===== config.mk =====
export PLATFORM = sky130hd
export DESIGN_NAME = raster_timing_gen
export DESIGN_NICKNAME = d
export VERILOG_FILES = /design/src/rtl/rtg_pkg.sv /design/src/rtl/rtg_regs.sv /design/src/rtl/rtg_counters.sv /design/src/rtl/rtg_outstage.sv /design/src/rtl/raster_timing_gen.sv
export SDC_FILE = /design/constraint.sdc
export NUM_CORES = 1
export LEC_CHECK = 0
export BUFFER_PORTS_ARGS = -buffer_cell sky130_fd_sc_hd__buf_2
export CORE_ASPECT_RATIO = 1.25
export CORE_UTILIZATION = 40
export CTS_CLUSTER_DIAMETER = 100
export DETAILED_ROUTE_END_ITERATION = 7
export PLACE_DENSITY = 0.59
export SLEW_MARGIN = 20
export SYNTH_ARGS = -nofsm -noshare
export SYNTH_HDL_FRONTEND = slang
export SYNTH_SLANG_ARGS = --single-unit

===== constraint.sdc =====
create_clock -name clk -period 5.2 [get_ports clk]
set_clock_uncertainty 0.15 [all_clocks]
set_input_delay 1.04 -clock clk [delete_from_list [all_inputs] [get_ports clk]]
set_output_delay 1.04 -clock clk [all_outputs]
set_load 0.005 [all_outputs]

===== src/rtl/rtg_pkg.sv =====
package rtg_pkg;

    localparam int MAX_CNT_W = 16;
    localparam int NUM_TIM   = 10;

    typedef enum logic [3:0] {
        RA_CTRL     = 4'd0,
        RA_SYNC     = 4'd11,
        RA_DISP     = 4'd12
    } reg_addr_e;

    // timing register indices; register address = index + 1
    localparam int TI_H_TOTAL  = 0;
    localparam int TI_H_DISP   = 1;
    localparam int TI_HS_BEG   = 2;
    localparam int TI_HS_FIN   = 3;
    localparam int TI_HS_FIN2  = 4;
    localparam int TI_V_TOTAL  = 5;
    localparam int TI_V_DISP   = 6;
    localparam int TI_VS_BEG   = 7;
    localparam int TI_VS_FIN   = 8;
    localparam int TI_PREFETCH = 9;

    typedef struct packed {
        logic refresh;   // bit 1
        logic enable;    // bit 0
    } ctrl_t;

    typedef struct packed {
        logic v_off;     // bit 6
        logic h_off;     // bit 5
        logic v_inv;     // bit 4
        logic h_inv;     // bit 3
        logic spare;     // bit 2, not stored
        logic all_off;   // bit 1
        logic on_rgb;    // bit 0
    } sync_cfg_t;

    localparam logic [6:0] SYNC_WR_MASK = 7'b111_1011;

    function automatic logic in_span(input logic [MAX_CNT_W-1:0] p,
                                     input logic [MAX_CNT_W-1:0] s,
                                     input logic [MAX_CNT_W-1:0] e,
                                     input logic [MAX_CNT_W-1:0] e2);
        return (p >= s) && (p <= e) && (p <= e2);
    endfunction

endpackage


===== src/rtl/rtg_regs.sv =====
module rtg_regs
    import rtg_pkg::*;
#(
    parameter int CNT_W  = 12,
    parameter int ADDR_W = 4,
    parameter int DATA_W = 32
) (
    input  logic              clk,
    input  logic              rst,
    input  logic              wr_en,
    input  logic [ADDR_W-1:0] wr_addr,
    input  logic [DATA_W-1:0] wr_data,
    input  logic [ADDR_W-1:0] rd_addr,
    output logic [DATA_W-1:0] rd_data,
    output ctrl_t             ctrl,
    output sync_cfg_t         sync_cfg,
    output logic              disp_off,
    output logic [CNT_W-1:0]  tim [NUM_TIM]
);

    logic [CNT_W-1:0] tim_q [NUM_TIM];
    logic             unused_wr_bits;

    assign unused_wr_bits = ^wr_data;

    for (genvar i = 0; i < NUM_TIM; i++) begin : g_tim
        always_ff @(posedge clk) begin
            if (rst)
                tim_q[i] <= '0;
            else if (wr_en && wr_addr == ADDR_W'(i + 1))
                tim_q[i] <= wr_data[CNT_W-1:0];
        end
        assign tim[i] = tim_q[i];
    end

    always_ff @(posedge clk) begin
        if (rst) begin
            ctrl     <= '0;
            sync_cfg <= '0;
            disp_off <= 1'b0;
        end else if (wr_en) begin
            if (wr_addr == ADDR_W'(RA_CTRL))
                ctrl <= ctrl_t'(wr_data[1:0]);
            if (wr_addr == ADDR_W'(RA_SYNC))
                sync_cfg <= sync_cfg_t'(wr_data[6:0] & SYNC_WR_MASK);
            if (wr_addr == ADDR_W'(RA_DISP))
                disp_off <= wr_data[1];
        end
    end

    always_comb begin
        rd_data = '0;
        if (rd_addr == ADDR_W'(RA_CTRL))
            rd_data[1:0] = ctrl;
        if (rd_addr == ADDR_W'(RA_SYNC))
            rd_data[6:0] = sync_cfg;
        if (rd_addr == ADDR_W'(RA_DISP))
            rd_data[1] = disp_off;
        for (int i = 0; i < NUM_TIM; i++)
            if (rd_addr == ADDR_W'(i + 1))
                rd_data[CNT_W-1:0] = tim_q[i];
    end

endmodule


===== src/rtl/rtg_counters.sv =====
module rtg_counters #(
    parameter int CNT_W = 12
) (
    input  logic             clk,
    input  logic             rst,
    input  logic             en,
    input  logic [CNT_W-1:0] h_total,
    input  logic [CNT_W-1:0] v_total,
    output logic [CNT_W-1:0] h_cnt,
    output logic [CNT_W-1:0] v_cnt
);

    always_ff @(posedge clk) begin
        if (rst || !en) begin
            h_cnt <= '0;
            v_cnt <= '0;
        end else if (h_cnt == h_total) begin
            h_cnt <= '0;
            v_cnt <= (v_cnt == v_total) ? '0 : v_cnt + CNT_W'(1);
        end else begin
            h_cnt <= h_cnt + CNT_W'(1);
        end
    end

endmodule


===== src/rtl/rtg_outstage.sv =====
module rtg_outstage
    import rtg_pkg::*;
#(
    parameter int CNT_W = 12
) (
    input  logic             clk,
    input  logic             rst,
    input  ctrl_t            ctrl,
    input  sync_cfg_t        sync_cfg,
    input  logic             disp_off,
    input  logic [CNT_W-1:0] h_cnt,
    input  logic [CNT_W-1:0] v_cnt,
    input  logic [CNT_W-1:0] tim [NUM_TIM],
    output logic             hsync_o,
    output logic             vsync_o,
    output logic             disp_active_o,
    output logic             video_on_o,
    output logic             prefetch_o,
    output logic             sync_on_rgb_o
);

    localparam int AXES = 2;   // 0 horizontal, 1 vertical

    logic [CNT_W-1:0] pos  [AXES];
    logic [CNT_W-1:0] beg  [AXES];
    logic [CNT_W-1:0] fin  [AXES];
    logic [CNT_W-1:0] fin2 [AXES];
    logic [AXES-1:0]  raw, kill, inv, level;
    logic             active_d, strobe_d, unused_spare;

    assign unused_spare = sync_cfg.spare;

    assign pos[0]  = h_cnt;
    assign beg[0]  = tim[TI_HS_BEG];
    assign fin[0]  = tim[TI_HS_FIN];
    assign fin2[0] = tim[TI_HS_FIN2];
    assign kill[0] = sync_cfg.h_off | sync_cfg.all_off;
    assign inv[0]  = sync_cfg.h_inv;

    assign pos[1]  = v_cnt;
    assign beg[1]  = tim[TI_VS_BEG];
    assign fin[1]  = tim[TI_VS_FIN];
    assign fin2[1] = tim[TI_VS_FIN];
    assign kill[1] = sync_cfg.v_off | sync_cfg.all_off;
    assign inv[1]  = sync_cfg.v_inv;

    for (genvar a = 0; a < AXES; a++) begin : g_axis
        assign raw[a]   = ctrl.enable &&
                          in_span(MAX_CNT_W'(pos[a]), MAX_CNT_W'(beg[a]),
                                  MAX_CNT_W'(fin[a]), MAX_CNT_W'(fin2[a]));
        assign level[a] = (raw[a] & ~kill[a]) ^ inv[a];
    end

    assign active_d = ctrl.enable && ctrl.refresh &&
                      (h_cnt <= tim[TI_H_DISP]) && (v_cnt <= tim[TI_V_DISP]);
    assign strobe_d = ctrl.enable && ctrl.refresh && (h_cnt == tim[TI_PREFETCH]);

    always_ff @(posedge clk) begin
        if (rst) begin
            hsync_o       <= 1'b0;
            vsync_o       <= 1'b0;
            disp_active_o <= 1'b0;
            video_on_o    <= 1'b0;
            prefetch_o    <= 1'b0;
            sync_on_rgb_o <= 1'b0;
        end else begin
            hsync_o       <= level[0];
            vsync_o       <= level[1];
            disp_active_o <= active_d;
            video_on_o    <= active_d & ~disp_off;
            prefetch_o    <= strobe_d;
            sync_on_rgb_o <= sync_cfg.on_rgb;
        end
    end

endmodule


===== src/rtl/raster_timing_gen.sv =====
module raster_timing_gen
    import rtg_pkg::*;
#(
    parameter int CNT_W  = 12,
    parameter int ADDR_W = 4,
    parameter int DATA_W = 32
) (
    input  logic              clk,
    input  logic              rst,
    input  logic              wr_en,
    input  logic [ADDR_W-1:0] wr_addr,
    input  logic [DATA_W-1:0] wr_data,
    input  logic [ADDR_W-1:0] rd_addr,
    output logic [DATA_W-1:0] rd_data,
    output logic              hsync_o,
    output logic              vsync_o,
    output logic              disp_active_o,
    output logic              video_on_o,
    output logic              prefetch_o,
    output logic              sync_on_rgb_o
);

    ctrl_t            ctrl;
    sync_cfg_t        sync_cfg;
    logic             disp_off;
    logic [CNT_W-1:0] tim [NUM_TIM];
    logic [CNT_W-1:0] h_cnt, v_cnt;

    rtg_regs #(.CNT_W(CNT_W), .ADDR_W(ADDR_W), .DATA_W(DATA_W)) u_regs (
        .clk(clk), .rst(rst), .wr_en(wr_en), .wr_addr(wr_addr),
        .wr_data(wr_data), .rd_addr(rd_addr), .rd_data(rd_data),
        .ctrl(ctrl), .sync_cfg(sync_cfg), .disp_off(disp_off), .tim(tim)
    );

    rtg_counters #(.CNT_W(CNT_W)) u_cnt (
        .clk(clk), .rst(rst), .en(ctrl.enable),
        .h_total(tim[TI_H_TOTAL]), .v_total(tim[TI_V_TOTAL]),
        .h_cnt(h_cnt), .v_cnt(v_cnt)
    );

    rtg_outstage #(.CNT_W(CNT_W)) u_out (
        .clk(clk), .rst(rst), .ctrl(ctrl), .sync_cfg(sync_cfg),
        .disp_off(disp_off), .h_cnt(h_cnt), .v_cnt(v_cnt), .tim(tim),
        .hsync_o(hsync_o), .vsync_o(vsync_o), .disp_active_o(disp_active_o),
        .video_on_o(video_on_o), .prefetch_o(prefetch_o),
        .sync_on_rgb_o(sync_on_rgb_o)
    );

endmodule


==> qor.txt <==
Status = completed
Relative slew margins = 25.70%
Fraction of layout cells with a size suffix above 1 = 10.54%
Reg2reg end = u_out.video_on_o$_SDFF_PP0_
Async SR Flop Fraction = 0%
FF-to-FF Start = u_cnt.h_cnt[5]$_SDFF_PP0_
WP data arrival = 3.35 ns
Longest Clk Path Bufs = 2
Multi-input combinational cell area = 0.005001 mm^2
Worst hold margin = 0.3707 ns
Max Cap Viol = 0
Final hold violations = 0
Worst EP required = 4.01 ns
PD cells = 273.6 mW/mm^2
Mean post-synth cell area = 9.798 um^2
Top_reg_cell synth = edfxtp_1
RSZ-0062 raised after global routing = false
FF-to-FF setup slack = 2.22 ns
Post-CTS Resized = 0
Synth Register Bits = 159
Synth top area share = 36.13%
Total grt overflow = 0
Fillers = 2373
Startpoint types = input port
Via count = 7672
Dominant cell by count in the synthesized netlist = and2_1
N_diodes = 0
Hold path cells = 2
Final nets = 1179
Final WS setup = 0.6606 ns
Leading area contributor after synthesis = edfxtp_1
WL/cell = 21.56 um
Worst slew pin tran = 1.106 ns
LEAKAGE = 4.623 nW
Initial DRC count = 654
Largest net degree at the start of global routing = 37
Top cells by count, synth = and2_1 (123), edfxtp_1 (120), inv_1 (92)
Seq/Total Area, Yosys = 43.95%
FP Rows = 64
Die Y = 178.6 um
Core ar. = 0.02450 mm^2
Syn-to-layout area delta = 11.21%
GPL Wtd Cong = 0.9198
R2R cell count = 7
CTS tree = yes
WHS Endpoint = u_regs.sync_cfg[1]$_SDFFE_PP0P_
Detail Placement HPWL = 22.50 mm
Die Area = 0.02558 mm^2
Area contributors post-synth = edfxtp_1 (36%), ha_1 (11%), dfxtp_1 (7.8%)
TNS Setup = 0 ns
DR DRC count = 0
Vias/cell = 5.508
Initial antenna violation count = 0
CTS H-tree depth = 4
Nature of the critical path endpoint = output port
Number of flops mapped to enable cells by yosys = 120
Vias in the first global route = 7324
First-pass GRT wire length = 44.78 mm
Starting density of the core = 40.71%
Worst Hold Launch = u_regs.sync_cfg[1]$_SDFFE_PP0P_
DRT Wirelength = 30.03 mm
Fmax = 220.3 MHz
Sequential standard cell area = 0.004384 mm^2
HP Class = register to register
PortBufs = 40
Clk sinks = 159
Hold buffer count at cts = 0
I/O Pins = 81
ANT nets after route = 0
Root Buffer = clkbuf_16
1st-pass router iterations = 5
Yosys warnings = 0
Fin crit period = 4.539 ns
Slew Viols, Final = 0
CTS buffer count = 17
Critical path peak fanout = 20
Final period utilization = 87.30%
Die width = 143.2 um
Cell area after synthesis = 0.009975 mm^2
Final setup fails = 0
Crit Path Class = input port to output port
Post-Place Worst Slack = 0.7163 ns
Clock slew at reported path FFs = 0.07 ns
Worst IR Drop VDD = 0.0002268 V
Synth unique cells = 57
Total GRT Usage = 24.57%
Number of setup buffers added after CTS = 0
Worst skew pair latency = 0.43 ns
Synthesized instance count = 1018
[power by group]
group	internal (W)	total, W	leakage [nW]	switching (W)
registers	0.00142	0.00147	1.46	0.0000499
logic	0.000101	0.000300	2.87	0.000198
clock network	0.000706	0.00126	0.289	0.000556
[cell families after synthesis]
logic type               share of synthesized area (%)
other                                          0.03760
AO/OA/AOI/OAI                                    12.84
AND/OR/NAND/NOR                                  19.12
XOR/XNOR                                         5.068
multiplexers                                     1.229
adder cells (fa/ha/maj)                          10.79
buffers and inverters                            6.962
flip-flops                                       43.95
[routing by layer]
layer	GRT usage [%]	vias to the layer above	share of wire [%]
li1	-	3645	-
met1	31.61	3674	43
met2	40.51	283	47
met3	3.893	70	5.3
met4	11.04	0	4.1
met5	0	-	0
[worst max-delay path by stage]
stage / start / endpoint / slack, ns
after floorplan: rd_addr[1] / rd_data[10] / 1.74
after global placement: rd_addr[3] / rd_data[1] / 0.75
after detailed placement: rd_addr[3] / rd_data[1] / 0.72
after CTS: rd_addr[3] / rd_data[1] / 0.71
after global routing: rd_addr[3] / rd_data[1] / 0.60
final: rd_addr[3] / rd_data[1] / 0.66
[worst max-delay path, stage by stage]
cell and delay (ns):
buf_2 0.35, nor2b_1 0.75, and4_1 0.29, a21oi_1 0.07, a221oi_1 0.38, a221o_1 0.17, a32o_1 0.17, buf_2 0.13
[sequential cells by signal (all words and copies together), names as in the netlist]
signal               cells
u_out.prefetch_o         1
u_out.hsync_o            1
u_regs.ctrl              2
u_cnt.v_cnt             12
u_regs.disp_off          1
u_out.sync_on_rgb_o      1
u_out.vsync_o            1
u_cnt.h_cnt             12
u_regs.tim_q           120
u_out.video_on_o         1
u_regs.sync_cfg          6
u_out.disp_active_o      1
[cell usage in the layout, fill, tap and decap left out, drive strengths merged, types with 14 or more instances in the layout]
master and instances:
dfxtp 39, xnor2 33, conb 20, buf 61
and2 123, nand4 22, a21oi 42, nor2b 15
ha 86, nor2 63, inv 99, nand3 14
edfxtp 120, a22oi 17, xor2 23, clkbuf 20
o22ai 17, o21ai 50, nand2 37, nor3 24
[per-stage QoR]
step / utilization (%) / cell area [um^2] / cells / power, W
after global placement: 42.78 / 10480 / 1361 / 0.001790
after CTS: 45.20 / 11080 / 1393 / 0.003037
after detailed placement: 42.78 / 10480 / 1361 / 0.001794
final: 45.27 / 11090 / 1393 / 0.003035
after floorplan: - / 10050 / 1037 / 0.001668
after global routing: 45.27 / 11090 / 1393 / 0.003126
[cell type report]
| class | count | area share, % |
|---|---|---|
| inverter | 92 | 3.113 |
| clock inverter | 12 | 0.8234 |
| clock buffer | 20 | 4.512 |
| tap | 330 | 3.722 |
| multi-input combinational | 719 | 45.08 |
| timing repair buffer | 61 | 3.226 |
| sequential | 159 | 39.52 |
Note: power is estimated with default switching activity, not from simulation.
